<file path="src/rtl/pit_pkg.sv">
package pit_pkg;
  localparam int SEL_W = 4;

  typedef enum logic [1:0] {
    REG_COUNT = 2'd0,
    REG_CTRL  = 2'd1,
    REG_IEN   = 2'd2
  } reg_sel_e;

  // bit 5 run, bit 4 repeat, bits 3:0 divisor select
  typedef struct packed {
    logic             run;
    logic             rpt;
    logic [SEL_W-1:0] div_sel;
  } ctrl_t;
endpackage

</file>
<file path="src/rtl/pit_prescaler.sv">
module pit_prescaler #(
  parameter int SEL_W      = 4,
  parameter int ARM_CYCLES = 3
) (
  input  logic             clk_i,
  input  logic             rst_ni,
  input  logic             run_i,
  input  logic [SEL_W-1:0] div_sel_i,
  output logic             tick_o
);
  localparam int PRE_W = 1 << SEL_W;

  logic             en;
  logic [PRE_W-1:0] pre_q;
  logic [PRE_W-1:0] term;

  generate
    if (ARM_CYCLES > 0) begin : g_arm
      logic [ARM_CYCLES-1:0] arm_q;
      always_ff @(posedge clk_i or negedge rst_ni) begin
        if (!rst_ni)     arm_q <= '0;
        else if (!run_i) arm_q <= '0;
        else             arm_q <= (arm_q << 1) | ARM_CYCLES'(1);
      end
      assign en = run_i & arm_q[ARM_CYCLES-1];
    end else begin : g_no_arm
      assign en = run_i;
    end
  endgenerate

  // terminal count = 2^(sel+1) - 1
  always_comb begin
    for (int i = 0; i < PRE_W; i++) term[i] = (i <= int'(div_sel_i));
  end

  always_ff @(posedge clk_i or negedge rst_ni) begin
    if (!rst_ni)            pre_q <= '0;
    else if (!en)           pre_q <= '0;
    else if (pre_q == term) pre_q <= '0;
    else                    pre_q <= pre_q + 1'b1;
  end

  assign tick_o = en && (pre_q == term);
endmodule

</file>
<file path="src/rtl/pit_counter.sv">
module pit_counter #(
  parameter int CNT_W = 16
) (
  input  logic             clk_i,
  input  logic             rst_ni,
  input  logic             load_i,
  input  logic [CNT_W-1:0] load_val_i,
  input  logic             tick_i,
  input  logic             rpt_i,
  output logic [CNT_W-1:0] count_o,
  output logic             zero_evt_o,
  output logic             stop_o
);
  logic [CNT_W-1:0] cnt_q, per_q;
  logic             at_zero, at_one, step;

  assign at_zero = (cnt_q == '0);
  assign at_one  = (cnt_q == CNT_W'(1));
  assign step    = tick_i & ~load_i;

  always_ff @(posedge clk_i or negedge rst_ni) begin
    if (!rst_ni) begin
      cnt_q <= '0;
      per_q <= '0;
    end else if (load_i) begin
      cnt_q <= load_val_i;
      per_q <= load_val_i;
    end else if (tick_i) begin
      if (at_zero) begin
        if (rpt_i) cnt_q <= per_q;
      end else begin
        cnt_q <= cnt_q - 1'b1;
      end
    end
  end

  assign zero_evt_o = step & at_one;
  assign stop_o     = step & ~rpt_i & (at_one | at_zero);
  assign count_o    = cnt_q;
endmodule

</file>
<file path="src/rtl/pit_irq.sv">
module pit_irq (
  input  logic clk_i,
  input  logic rst_ni,
  input  logic evt_i,
  input  logic ien_i,
  input  logic ack_i,
  output logic irq_o
);
  logic ack_q, irq_q, ack_rise;

  assign ack_rise = ack_i & ~ack_q;

  always_ff @(posedge clk_i or negedge rst_ni) begin
    if (!rst_ni) begin
      ack_q <= 1'b0;
      irq_q <= 1'b0;
    end else begin
      ack_q <= ack_i;
      // a new expiry wins over a coincident acknowledge
      irq_q <= (evt_i & ien_i) | (irq_q & ~ack_rise);
    end
  end

  assign irq_o = irq_q;
endmodule

</file>
<file path="src/rtl/prescaled_interval_timer.sv">
module prescaled_interval_timer
  import pit_pkg::*;
#(
  parameter int DATA_W     = 16,
  parameter int CNT_W      = 16,
  parameter int IEN_BIT    = 8,
  parameter int ARM_CYCLES = 3
) (
  input  logic              clk_i,
  input  logic              rst_ni,
  input  logic              wr_en_i,
  input  logic [1:0]        wr_addr_i,
  input  logic [DATA_W-1:0] wr_data_i,
  input  logic              irq_ack_i,
  output logic              irq_o,
  output logic [CNT_W-1:0]  count_o,
  output logic              running_o
);
  localparam int CTRL_W = $bits(ctrl_t);

  ctrl_t    ctrl_q;
  logic     ien_q;
  reg_sel_e sel;
  logic     wr_cnt, wr_ctrl, wr_ien;
  logic     tick, zero_evt, stop;

  assign sel     = reg_sel_e'(wr_addr_i);
  assign wr_cnt  = wr_en_i && (sel == REG_COUNT);
  assign wr_ctrl = wr_en_i && (sel == REG_CTRL);
  assign wr_ien  = wr_en_i && (sel == REG_IEN);

  always_ff @(posedge clk_i or negedge rst_ni) begin
    if (!rst_ni) begin
      ctrl_q <= '0;
      ien_q  <= 1'b0;
    end else begin
      if (wr_ctrl)   ctrl_q     <= ctrl_t'(wr_data_i[CTRL_W-1:0]);
      else if (stop) ctrl_q.run <= 1'b0;
      if (wr_ien)    ien_q      <= wr_data_i[IEN_BIT];
    end
  end

  pit_prescaler #(
    .SEL_W     (SEL_W),
    .ARM_CYCLES(ARM_CYCLES)
  ) u_pre (
    .clk_i    (clk_i),
    .rst_ni   (rst_ni),
    .run_i    (ctrl_q.run),
    .div_sel_i(ctrl_q.div_sel),
    .tick_o   (tick)
  );

  pit_counter #(
    .CNT_W(CNT_W)
  ) u_cnt (
    .clk_i     (clk_i),
    .rst_ni    (rst_ni),
    .load_i    (wr_cnt),
    .load_val_i(wr_data_i[CNT_W-1:0]),
    .tick_i    (tick),
    .rpt_i     (ctrl_q.rpt),
    .count_o   (count_o),
    .zero_evt_o(zero_evt),
    .stop_o    (stop)
  );

  pit_irq u_irq (
    .clk_i (clk_i),
    .rst_ni(rst_ni),
    .evt_i (zero_evt),
    .ien_i (ien_q),
    .ack_i (irq_ack_i),
    .irq_o (irq_o)
  );

  assign running_o = ctrl_q.run;
endmodule

</file>
<file path="config.mk">
export PLATFORM = sky130hd
export DESIGN_NAME = prescaled_interval_timer
export DESIGN_NICKNAME = d
export VERILOG_FILES = /design/src/rtl/pit_pkg.sv /design/src/rtl/pit_prescaler.sv /design/src/rtl/pit_counter.sv /design/src/rtl/pit_irq.sv /design/src/rtl/prescaled_interval_timer.sv
export SDC_FILE = /design/constraint.sdc
export NUM_CORES = 1
export LEC_CHECK = 0
export BUFFER_PORTS_ARGS = -buffer_cell sky130_fd_sc_hd__buf_4
export CELL_PAD_IN_SITES_DETAIL_PLACEMENT = 1
export CELL_PAD_IN_SITES_GLOBAL_PLACEMENT = 1
export CORE_MARGIN = 2
export CORE_UTILIZATION = 48
export CTS_CLUSTER_SIZE = 16
export DETAILED_ROUTE_END_ITERATION = 8
export GPL_ROUTABILITY_DRIVEN = 0
export PLACE_DENSITY = 0.94
export SLEW_MARGIN = 10
export SYNTH_ARGS = -nofsm -noshare
export SYNTH_HDL_FRONTEND = slang
export SYNTH_SLANG_ARGS = --single-unit
</file>
<file path="constraint.sdc">
create_clock -name clk_i -period 5.6 [get_ports clk_i]
set_input_delay 0.84 -clock clk_i [delete_from_list [all_inputs] [get_ports clk_i]]
set_output_delay 0.84 -clock clk_i [all_outputs]
set_load 0.05 [all_outputs]
</file>
==> results of run 1 <==
-- synth_stat cells (all sizes together), types with 2 or more instances --
cell type / instances / area, sq um
or4: 2 / 18.77
o311ai: 2 / 35.04
nand3b: 3 / 22.52
nand2: 77 / 289.0
nor3: 6 / 30.03
nor3b: 2 / 15.01
o31ai: 3 / 22.52
mux2: 6 / 67.56
buf: 5 / 36.28
and3: 6 / 37.54
mux2i: 14 / 140.1
clkbuf: 14 / 52.55
o21ai: 31 / 155.1
o2111ai: 2 / 17.52
o21bai: 2 / 15.01
nor4: 6 / 52.55
nor2b: 3 / 18.77
a21o: 2 / 15.01
or3: 2 / 12.51
ha: 4 / 50.05
xor2: 16 / 140.1
and2: 3 / 18.77
inv: 10 / 37.54
and3b: 2 / 17.52
dfrtp: 60 / 1501
nor2: 35 / 131.4
nand3: 18 / 90.09
a31oi: 4 / 25.02
a21oi: 8 / 40.04
nand4: 6 / 37.54
xnor2: 12 / 105.1
nand2b: 2 / 12.51
o211ai: 4 / 35.03
nor4bb: 2 / 20.02
-- power groups by stage --
stage	clock network, uW	registers [uW]	logic [uW]
2_1_floorplan	0	602	148
3_3_place_gp	0	560	271
3_5_place_dp	0	565	284
4_1_cts	347	559	288
5_1_grt	364	570	313
6_report	342	560	285
-- registers in the layout (all words and copies together) (netlist names) --
name               count
ctrl_q                 5
u_irq.ack_q            1
running_o              1
u_cnt.count_o         16
u_pre.g_arm.arm_q      3
u_cnt.per_q           16
ien_q                  1
u_pre.pre_q           16
u_irq.irq_o            1
-- cell usage in the layout, fill, tap and decap left out, types with 4 or more instances in the layout --
cell type / n
sky130_fd_sc_hd__a21oi_1: 8
sky130_fd_sc_hd__a31oi_1: 4
sky130_fd_sc_hd__and3_1: 6
sky130_fd_sc_hd__buf_4: 41
sky130_fd_sc_hd__clkbuf_1: 4
sky130_fd_sc_hd__clkbuf_8: 10
sky130_fd_sc_hd__dfrtp_1: 60
sky130_fd_sc_hd__ha_1: 4
sky130_fd_sc_hd__inv_1: 10
sky130_fd_sc_hd__mux2_2: 6
sky130_fd_sc_hd__mux2i_1: 14
sky130_fd_sc_hd__nand2_1: 77
sky130_fd_sc_hd__nand3_1: 18
sky130_fd_sc_hd__nand4_1: 6
sky130_fd_sc_hd__nor2_1: 35
sky130_fd_sc_hd__nor3_1: 6
sky130_fd_sc_hd__nor4_1: 5
sky130_fd_sc_hd__o21ai_0: 21
sky130_fd_sc_hd__o21ai_1: 10
sky130_fd_sc_hd__xnor2_1: 12
sky130_fd_sc_hd__xor2_1: 16
-- kinds of logic (layout without fill, tap and decap cells) --
family          after synthesis  after routing
buf+inv                      29             67
fa+ha+maj                     4              4
compound gates               64             64
xor+xnor                     28             28
simple gates                180            180
mux                          20             20
flops                        60             60
-- worst max-delay path by stage --
stage / end / startpoint
global placement: u_cnt.count_o[14] / ctrl_q[3]
CTS: u_pre.pre_q[13] / ctrl_q[2]
finish: u_pre.pre_q[13] / ctrl_q[2]
floorplan: u_cnt.count_o[1] / ctrl_q[2]
detailed placement: u_cnt.count_o[15] / ctrl_q[3]
global route: u_pre.pre_q[8] / ctrl_q[3]
-- per-layer routing --
metal  up-vias  track usage  wire [um]
li1       1396            -          -
met1      1482       0.3447       4153
met2        69       0.4272       4463
met3        16      0.03731        308
met4         0       0.1143        184
met5         -            0          0
-- area by class of cell --
type	instances	area, sq um	area share
clock buffer	14	152.6	0.03903
clock inverter	2	10.01	0.002559
inverter	10	37.54	0.009597
multi-input combinational	296	1782	0.4555
sequential	60	1501	0.3839
tap	96	120.1	0.03071
timing repair buffer	41	307.8	0.07869
-- per-stage QoR --
| stage | instances | worst slack [ns] | util | total power (uW) |
|---|---|---|---|---|
| 6_report | 519 | 2.704 | 0.5725 | 1188 |
| 4_1_cts | 519 | 2.724 | 0.5725 | 1195 |
| 5_1_grt | 519 | 2.524 | 0.5725 | 1247 |
| 3_3_place_gp | 503 | 2.891 | 0.5487 | 831.3 |
| 3_5_place_dp | 503 | 2.805 | 0.5487 | 848.5 |
| 2_1_floorplan | 385 | 3.017 | - | 749.3 |
-- worst reg2reg max path, stage by stage (launching register included) --
cell	delay, ns
sky130_fd_sc_hd__dfrtp_1	0.59
sky130_fd_sc_hd__or4_1	0.58
sky130_fd_sc_hd__o211ai_1	0.12
sky130_fd_sc_hd__nor4bb_1	0.33
sky130_fd_sc_hd__o211ai_1	0.25
sky130_fd_sc_hd__or2_2	0.35
sky130_fd_sc_hd__nand3_1	0.41
sky130_fd_sc_hd__nor2_1	0.13
==> qor.json, run 1 <==
{
  "routed_wl_um": 9109,
  "fin_hold_ws_ns": 0.4701,
  "port_buffers": 39,
  "mappedNetlistArea_sq_um": 3405,
  "floorplan.core_area_sq_um": 6832,
  "power-per-cell-area_nw_per_um2": 303.6,
  "grt_max_degree": 61,
  "placed_area_sq_um": 3749,
  "start_util": 0.4984,
  "synth-simple-area-share": 0.2543,
  "cell_count_of_the_worst_reg_to_reg_path": 7,
  "postSynthNetCount": 411,
  "cts_sinks": 60,
  "yosysWarningCount": 0,
  "synthesis.instances": 385,
  "postCtsSetupRepairBufs": 0,
  "crit_path_top_delay_cell": "sky130_fd_sc_hd__dfrtp_1",
  "finalHoldViolations": 0,
  "tritoncts.num_buffers": 9,
  "finalSetupViolations": 0,
  "synth_compound_gate_area_share": 0.1198,
  "grt_remaining_overflow": 0,
  "antenna_violations_before_repair": 0,
  "crit-reg2reg-capture": "u_pre.pre_q[13]",
  "synth_async_sr_flop_share": 1.000,
  "synth_top_family_by_area": "simple AND/OR/NAND/NOR gates",
  "cellLeakagePower_uw": 0.001690,
  "synth_edf_count": 0,
  "total_switching_power_uw": 424.9,
  "cts-hold-fix-buffers": 0,
  "pwr-share-comb": 0.240,
  "detail-route-antenna-nets": 0,
  "dieArea_sq_um": 7783,
  "criticalPathCategory": "reg2reg",
  "antenna_cells": 0,
  "cap_viol_max_count": 0,
  "cts_tree": "yes",
  "cp-start-kind": "flop",
  "critical-path-top-cell-by-count": "sky130_fd_sc_hd__o211ai_1",
  "ys.flop_type": "sky130_fd_sc_hd__dfrtp_1",
  "status": "complete, no violations",
  "fp-row-count": 30,
  "cp.depth": 7,
  "synth.area.mux_share": 0.06101,
  "seq_area_frac_synth": 0.4410,
  "cp_max_stage_delay_ns": 0.59,
  "timing.setup.tns_ns": 0,
  "critical_path.max_fanout": 19,
  "final_net_count": 444,
  "grt_usage": 0.2604,
  "cts.root.buffer_cell": "sky130_fd_sc_hd__clkbuf_8",
  "layout-drive-gt1-share": 0.1560,
  "die_width_um": 88.22,
  "route.vias.total": 2963,
  "detailedRoute.firstIterationViolations": 189,
  "timing.slew.headroom": 0.4273,
  "ys_seq_elements": 60,
  "cp.required_ns": 5.81,
  "critPathTopFamily": "simple AND/OR/NAND/NOR gates",
  "critical_path_cell_by_cell": "or4_1 > o211ai_1 > nor4bb_1 > o211ai_1 > or2_2 > nand3_1 > nor2_1",
  "route.detailed.wl_per_inst_um": 17.55,
  "timing.rr.start": "ctrl_q[2]",
  "global_route_wire_length_before_repair_um": 15790,
  "post-route-min-period_ns": 2.896,
  "rsz0062_at_grt": "false",
  "ctsLongestPathBuffers": 2,
  "drtPass1Iterations": 4,
  "final.period_utilization": 0.5172,
  "ys_types": 52,
  "hold_end": "u_pre.g_arm.arm_q[2]",
  "min-delay-path-class": "reg2reg",
  "cts.repair.resized": 0,
  "timing.hold.worst_path_depth": 1,
  "worst_clock_skew_ns": 0.007110,
  "syn_area_per_cell_sq_um": 8.843,
  "synth_xor_xnor_area_share": 0.07203,
  "power.share.sequential": 0.472,
  "worst_slew_pin_slew_ns": 0.8591,
  "cp_num_buf_inv": 0,
  "worst_setup_hold_path_clk_slew_ns": 0.07,
  "p_int_uw": 762.8,
  "layout.cell_area.non_filler_sq_um": 3911,
  "clock_power_share": 0.288,
  "nFillCells": 833,
  "floorplan.die.height_um": 88.22,
  "syn_to_final_growth_pct": 14.88,
  "grt_pass1_vias": 3159,
  "highest_attainable_clock_frequency_mhz": 345.3,
  "r2r_slack_ns": 2.70,
  "largest_voltage_drop_on_the_vdd_net_mv": 0.1548,
  "timing.hold.worst.start": "u_pre.g_arm.arm_q[1]",
  "clkLatencyLatePin_ns": 0.34,
  "route.detailed.drc": 0,
  "cp.arrival_ns": 3.10,
  "design.portCount": 40,
  "drv_slew": 0,
  "synth_adder_area_share": 0.01470,
  "avgViaCountPerCell": 5.709,
  "setup_crit_end_kind": "flop",
  "power.share.switching": 0.3578,
  "clock_tree.htree_level_count": 3,
  "detailed_place_hpwl_um": 6163
}
No activity file was read; power rests on OpenSTA's default activity.
==> run 2: changes to the inputs <==
- ABC_AREA: default -> 1
- CORE_UTILIZATION: 48 -> 39
- PLACE_DENSITY: 0.94 -> 0.86
- clock period: 5.6 -> 2.35 ns (I/O delays scaled with it)
==> run 2 against run 1 <==
- synthesized cell count rose by 38%
- final area up 13%
- cell count grew 37%
- total power grew to 3.8 times the previous value
- sequential share of layout area fell by 4.5 points
- maximum frequency up 37%
- non-clock buffer count grew 10
==> qor.json, run 2 <==
{
  "synth_edf_count": 0,
  "route.detailed.drc": 0,
  "detailed_place_hpwl_um": 8281,
  "avgViaCountPerCell": 5.173,
  "worst_clock_skew_ns": 0.008808,
  "r2r_slack_ns": 0.23,
  "syn_to_final_growth_pct": 17.77,
  "finalHoldViolations": 0,
  "cap_viol_max_count": 0,
  "clkLatencyLatePin_ns": 0.35,
  "final_net_count": 603,
  "critical_path_cell_by_cell": "inv_2 > nand2_2 > nor2_1 > nor2_1 > nand3_1 > nor2_1 > nand2_1 > nor2_4 > buf_12 > nand4_1 > nand2_1 > nand2_1",
  "cts.root.buffer_cell": "sky130_fd_sc_hd__clkbuf_8",
  "grt_usage": 0.2315,
  "route.vias.total": 3678,
  "commonest_cells_after_routing_fill_and_taps_aside": "160 x sky130_fd_sc_hd__nand2_1, 73 x sky130_fd_sc_hd__nand3_1, 60 x sky130_fd_sc_hd__dfrtp_1",
  "fp-row-count": 35,
  "dieArea_sq_um": 10440,
  "ys_types": 31,
  "syn_area_per_cell_sq_um": 7.081,
  "cts_sinks": 60,
  "detail-route-antenna-nets": 0,
  "drtPass1Iterations": 4,
  "worst_slack_ns": 0.2292,
  "placed_cells": 691,
  "timing.rr.start": "ctrl_q[3]",
  "worst_slew_pin_slew_ns": 0.7904,
  "critical_path.max_fanout": 9,
  "crit_path_top_delay_cell": "sky130_fd_sc_hd__dfrtp_1",
  "die_width_um": 102.2,
  "detailedRoute.firstIterationViolations": 180,
  "synth.top_cells.by_count": "160 x sky130_fd_sc_hd__nand2_1, 74 x sky130_fd_sc_hd__nand3_1, 60 x sky130_fd_sc_hd__dfrtp_1, 60 x sky130_fd_sc_hd__inv_1, 42 x sky130_fd_sc_hd__nor2_1",
  "place_worst_setup_slack_ns": 0.1498,
  "worst_setup_hold_path_clk_slew_ns": 0.07,
  "timing.slew.headroom": 0.4731,
  "largest_voltage_drop_on_the_vdd_net_mv": 0.7524,
  "synth_top_family_by_area": "simple AND/OR/NAND/NOR gates",
  "criticalPathCategory": "reg2reg",
  "finalCoreUtilization": 0.4770,
  "cp.required_ns": 2.59,
  "grt_max_degree": 61,
  "status": "complete, no violations",
  "grt_remaining_overflow": 0,
  "global_route_wire_length_before_repair_um": 18500,
  "synth_adder_area_share": 0.01331,
  "total_power_uw": 4461,
  "ys_seq_elements": 60,
  "seq_area_frac_synth": 0.3993,
  "netlist.top_cell.by_area": "sky130_fd_sc_hd__dfrtp_1",
  "yosysMostFrequentCell": "sky130_fd_sc_hd__nand2_1",
  "final.period_utilization": 0.9025,
  "clock_tree.htree_level_count": 3,
  "ys_top_cells_by_area": "sky130_fd_sc_hd__dfrtp_1 40%, sky130_fd_sc_hd__nand2_1 16%, sky130_fd_sc_hd__nand3_1 9.9%",
  "timing.setup.tns_ns": 0,
  "design.portCount": 40,
  "cp-start-kind": "flop",
  "synthesis.instances": 531,
  "endpoint": "running_o",
  "min-delay-path-class": "in2async",
  "highest_attainable_clock_frequency_mhz": 471.5,
  "synth_xor_xnor_area_share": 0.03960,
  "cp_max_stage_delay_ns": 0.58,
  "layout-drive-gt1-share": 0.1632,
  "finalNonFillerCells": 711,
  "critPathLaunch": "ctrl_q[3]",
  "post-route-min-period_ns": 2.121,
  "cts_tree": "yes",
  "port_buffers": 39,
  "cellLeakagePower_uw": 0.002277,
  "crit-reg2reg-capture": "running_o",
  "synth_compound_gate_area_share": 0.06223,
  "antenna_violations_before_repair": 0,
  "synth_async_sr_flop_share": 1.000,
  "cp.arrival_ns": 2.36,
  "synth.area.mux_share": 0,
  "rsz0062_at_grt": "false",
  "start_util": 0.4050,
  "finalSetupViolations": 0,
  "power-per-cell-area_nw_per_um2": 1008,
  "cell_count_of_the_worst_reg_to_reg_path": 12,
  "synth-simple-area-share": 0.3947,
  "floorplan.die.height_um": 102.2,
  "tritoncts.num_buffers": 9,
  "antenna_cells": 0,
  "route.detailed.wl_per_inst_um": 15.82,
  "mappedNetlistArea_sq_um": 3760,
  "yosysTopAreaCellShare": 0.3993,
  "postSynthNetCount": 557,
  "cts-hold-fix-buffers": 0,
  "mostFrequentLayoutCell": "sky130_fd_sc_hd__nand2_1",
  "routed_wl_um": 11250,
  "setup_crit_end_kind": "flop",
  "floorplan.core_area_sq_um": 9284,
  "ys.flop_type": "sky130_fd_sc_hd__dfrtp_1",
  "drv_slew": 0,
  "grt_pass1_vias": 3731,
  "ctsLongestPathBuffers": 2,
  "yosysWarningCount": 0
}
[run 2: cell types whose count changed in the layout (fill, tap and decap cells not counted), moves of 8 or more]
| cell | previous run | this run |
|---|---|---|
| sky130_fd_sc_hd__xnor2_1 | 12 | 3 |
| sky130_fd_sc_hd__nand3_1 | 18 | 73 |
| sky130_fd_sc_hd__o21ai_0 | 21 | 29 |
| sky130_fd_sc_hd__buf_4 | 41 | 50 |
| sky130_fd_sc_hd__nand2_1 | 77 | 160 |
| sky130_fd_sc_hd__mux2i_1 | 14 | 0 |
| sky130_fd_sc_hd__inv_1 | 10 | 59 |
[run 2: worst min path at each step]
| stage | to | slack (ns) |
|---|---|---|
| after CTS | u_cnt.count_o[0] | 0.11 |
| final | u_cnt.per_q[15] | 0.08 |
| after global routing | u_irq.ack_q | 0.10 |
| after global placement | u_pre.g_arm.arm_q[2] | 0.42 |
| after detailed placement | u_pre.g_arm.arm_q[1] | 0.44 |
| after floorplan | ctrl_q[0] | 0.06 |
[run 2: layout make-up]
cell class,instances,area (sq um)
fillers,1226,4856
clock inverters,4,47.55
inverters,64,240.2
multi-input cells,391,1927
flip-flops and latches,60,1501
clock buffers,12,155.1
repair buffers,51,395.4
well taps,129,161.4
[run 2: report_power, final]
group          internal, uW  total [uW]  switching, uW
Sequential             1230        1480            255
Clock                   544         951            408
Combinational           641        2030           1390
Total                  2410        4460           2050
[run 2: cell families after synthesis]
logic type                 count (synthesis)
adders and majority gates                  4
DFF                                       60
buffers and inverters                     80
AOI/OAI and AO/OA                         44
and+or+nand+nor                          326
xor gates and xnor gates                  17
[run 2: timing repair]
item / in CTS / in global routing
buffers inserted: 0 / 4
resized for setup: 0 / 3
setup endpoints to repair: 0 / 21
[run 2: through the flow]
step	area, sq um	hold slack (ns)
2_1_floorplan	3760	0.05691
3_3_place_gp	4173	0.4174
3_5_place_dp	4173	0.4408
4_1_cts	4375	0.1062
5_1_grt	4428	0.1015
6_report	4428	0.08137
[run 2: routing by layer]
layer / share of wire / GRT usage
met3: 0.036 / 0.05130
met4: 0.019 / 0.08308
met5: 0 / 0
met2: 0.51 / 0.3988
met1: 0.44 / 0.2858
[run 2: critical path: cells and delay by family (launching register included)]
family	cells	cell delay (ns)
buffers and inverters	2	0.30
AND/OR/NAND/NOR	10	1.13
flip-flops	1	0.58
==> run 3: changes to the inputs <==
- SYNTH_HIERARCHICAL: default -> 1
==> run 3 against run 2 <==
- highest routed layer unchanged
- clock power grew 0.5%
- largest cell class unchanged
- largest power group is now registers
- non-clock buffer count fell by 6
- combinational power decreased by 38%
- critical path type unchanged
==> qor.json, run 3 <==
{
  "status": "complete, no violations",
  "grt_usage": 0.2184,
  "ys.flop_type": "sky130_fd_sc_hd__dfrtp_1",
  "ys_types": 33,
  "cp.required_ns": 2.58,
  "cts_tree": "yes",
  "largest_voltage_drop_on_the_vdd_net_mv": 0.4987,
  "detailedRoute.firstIterationViolations": 118,
  "highest_attainable_clock_frequency_mhz": 453.5,
  "placed_area_sq_um": 4446,
  "yosysMostFrequentCell": "sky130_fd_sc_hd__nand2_1",
  "netlist.top_cell.by_area": "sky130_fd_sc_hd__dfrtp_1",
  "timing.slew.headroom": 0.4688,
  "min-delay-path-class": "in2async",
  "worst_slew_pin_slew_ns": 0.7969,
  "timing.rr.start": "ctrl_q[3]",
  "ctsLongestPathBuffers": 2,
  "wire_length_on_met1_um": 4995,
  "drv_slew": 0,
  "floorplan.die.height_um": 106.2,
  "cp.arrival_ns": 2.44,
  "postSynthNetCount": 629,
  "cp-start-kind": "flop",
  "drtPass1Iterations": 4,
  "antenna_violations_before_repair": 0,
  "power-per-cell-area_nw_per_um2": 768.2,
  "die_width_um": 106.2,
  "finalHoldViolations": 0,
  "tritoncts.num_buffers": 9,
  "start_util": 0.3979,
  "setup_crit_end_kind": "flop",
  "mappedNetlistArea_sq_um": 4071,
  "syn_to_final_growth_pct": 15.12,
  "finalSetupViolations": 0,
  "criticalPathCategory": "reg2reg",
  "synth_edf_count": 0,
  "r2r_slack_ns": 0.15,
  "cts_sinks": 60,
  "synthesis.instances": 603,
  "dieArea_sq_um": 11270,
  "clkLatencyLatePin_ns": 0.34,
  "yosysTopAreaCellShare": 0.3688,
  "route.detailed.drc": 0,
  "post-route-min-period_ns": 2.205,
  "clock_tree.htree_level_count": 3,
  "top_layer_used": "met4",
  "seq_area_frac_synth": 0.3688,
  "ys_seq_elements": 60,
  "layout.cell_area.non_filler_sq_um": 4687,
  "synth.top_cells.by_count": "198 x sky130_fd_sc_hd__nand2_1, 73 x sky130_fd_sc_hd__nor2_1, 68 x sky130_fd_sc_hd__inv_1, 60 x sky130_fd_sc_hd__dfrtp_1, 42 x sky130_fd_sc_hd__nand3_1",
  "cap_viol_max_count": 0,
  "critical_path.max_fanout": 17,
  "crit-reg2reg-capture": "u_cnt/count_o[4]",
  "placed_cells": 768,
  "cts.root.buffer_cell": "sky130_fd_sc_hd__clkbuf_8",
  "fp-row-count": 37,
  "port_buffers": 39,
  "ys_top_cells_by_area": "sky130_fd_sc_hd__dfrtp_1 37%, sky130_fd_sc_hd__nand2_1 18%, sky130_fd_sc_hd__nor2_1 6.7%",
  "final_net_count": 671,
  "finalNonFillerCells": 786,
  "syn_area_per_cell_sq_um": 6.752,
  "synth_async_sr_flop_share": 1.000,
  "layout-drive-gt1-share": 0.2154,
  "antenna_cells": 0,
  "met3_wirelength_um": 214,
  "route.detailed.wl_per_inst_um": 14.60,
  "global_route_wire_length_before_repair_um": 19710,
  "detailed_place_hpwl_um": 8681,
  "grt_pass1_vias": 4165,
  "cellLeakagePower_uw": 0.002467,
  "routed_wl_um": 11480,
  "grt_max_degree": 61,
  "detail-route-antenna-nets": 0,
  "met2_wirelength_um": 6095,
  "design.portCount": 40,
  "commonest_cells_after_routing_fill_and_taps_aside": "197 x sky130_fd_sc_hd__nand2_1, 72 x sky130_fd_sc_hd__nor2_1, 68 x sky130_fd_sc_hd__inv_1",
  "route.vias.total": 3938,
  "grt_remaining_overflow": 0,
  "mostFrequentLayoutCell": "sky130_fd_sc_hd__nand2_1",
  "final.period_utilization": 0.9383,
  "floorplan.core_area_sq_um": 10230,
  "avgViaCountPerCell": 5.010,
  "yosysWarningCount": 6,
  "worst_setup_hold_path_clk_slew_ns": 0.07,
  "worst_clock_skew_ns": 0.01003,
  "cell_count_of_the_worst_reg_to_reg_path": 13
}
run 3: routing by layer:
metal | track usage | vias up
met4 | 0.06767 | 0
met5 | 0 | -
met2 | 0.4034 | 32
met3 | 0.03311 | 12
li1 | - | 1948
met1 | 0.2590 | 1946
run 3: how the worst max path moves through the flow:
stage | startpoint | endpoint | slack (ns) | cells after the start
floorplan | ctrl_q[2] | u_cnt/count_o[3] | 0.44 | 15
global placement | ctrl_q[3] | u_cnt/count_o[4] | 0.09 | 14
detailed placement | ctrl_q[3] | u_cnt/count_o[15] | -0.04 | 15
CTS | ctrl_q[1] | u_cnt/count_o[15] | 0.01 | 14
global route | ctrl_q[3] | u_cnt/count_o[9] | -0.003 | 14
finish | ctrl_q[3] | u_cnt/count_o[4] | 0.15 | 13
run 3: logic make-up after synthesis:
logic type / count (synthesis) / share of synthesized area
XOR/XNOR: 3 / 0.006455
flip-flops: 60 / 0.3688
buffers and inverters: 102 / 0.1116
AO/OA/AOI/OAI: 52 / 0.06915
adder cells (fa/ha/maj): 4 / 0.01229
AND/OR/NAND/NOR: 382 / 0.4318
run 3: through the flow:
step,TNS [ns],hold slack [ns],util,worst slack [ns],total power (uW)
finish,0,0.1007,0.4581,0.1450,3601
CTS,0,0.1066,0.4544,0.009719,3627
detailed placement,-0.1131,0.4251,0.4345,-0.03558,2655
floorplan,0,0.05691,-,0.4359,2268
global placement,0,0.4213,0.4345,0.08642,2604
global route,-0.002962,0.1109,0.4581,-0.002962,3833
run 3: power by group:
group / switching (uW) / total (uW) / leakage (uW) / internal (uW)
Sequential: 202 / 1390 / 0.000760 / 1180
Clock: 412 / 956 / 0.000102 / 544
Combinational: 861 / 1260 / 0.00161 / 398
run 3: layout make-up:
type / count / area (sq um)
Inverter: 88 / 342.8
Multi-Input combinational cell: 441 / 2130
Tap cell: 136 / 170.2
Timing Repair Buffer: 45 / 335.3
Sequential cell: 60 / 1506
Clock inverter: 4 / 47.55
Clock buffer: 12 / 155.1
Fill cell: 1354 / 5544
run 3: timing repair:
item	CTS	global route
setup endpoints to repair	9	16
setup buffers	0	2
pin swaps	0	1
resized for setup	1	8
hold buffers	0	0
run 3: critical path, cell delays in order (launching register included):
cell and delay (ns):
sky130_fd_sc_hd__dfrtp_2 0.47, sky130_fd_sc_hd__clkbuf_2 0.17, sky130_fd_sc_hd__nand3_1 0.09, sky130_fd_sc_hd__nand2_1 0.10, sky130_fd_sc_hd__and2_1 0.17, sky130_fd_sc_hd__nand3_1 0.06
sky130_fd_sc_hd__nor2_1 0.06, sky130_fd_sc_hd__nand3_1 0.12, sky130_fd_sc_hd__nor2_1 0.06, sky130_fd_sc_hd__or2_2 0.32, sky130_fd_sc_hd__nand2_8 0.17, sky130_fd_sc_hd__clkinv_8 0.12
sky130_fd_sc_hd__nor2_1 0.13, sky130_fd_sc_hd__a21oi_2 0.04
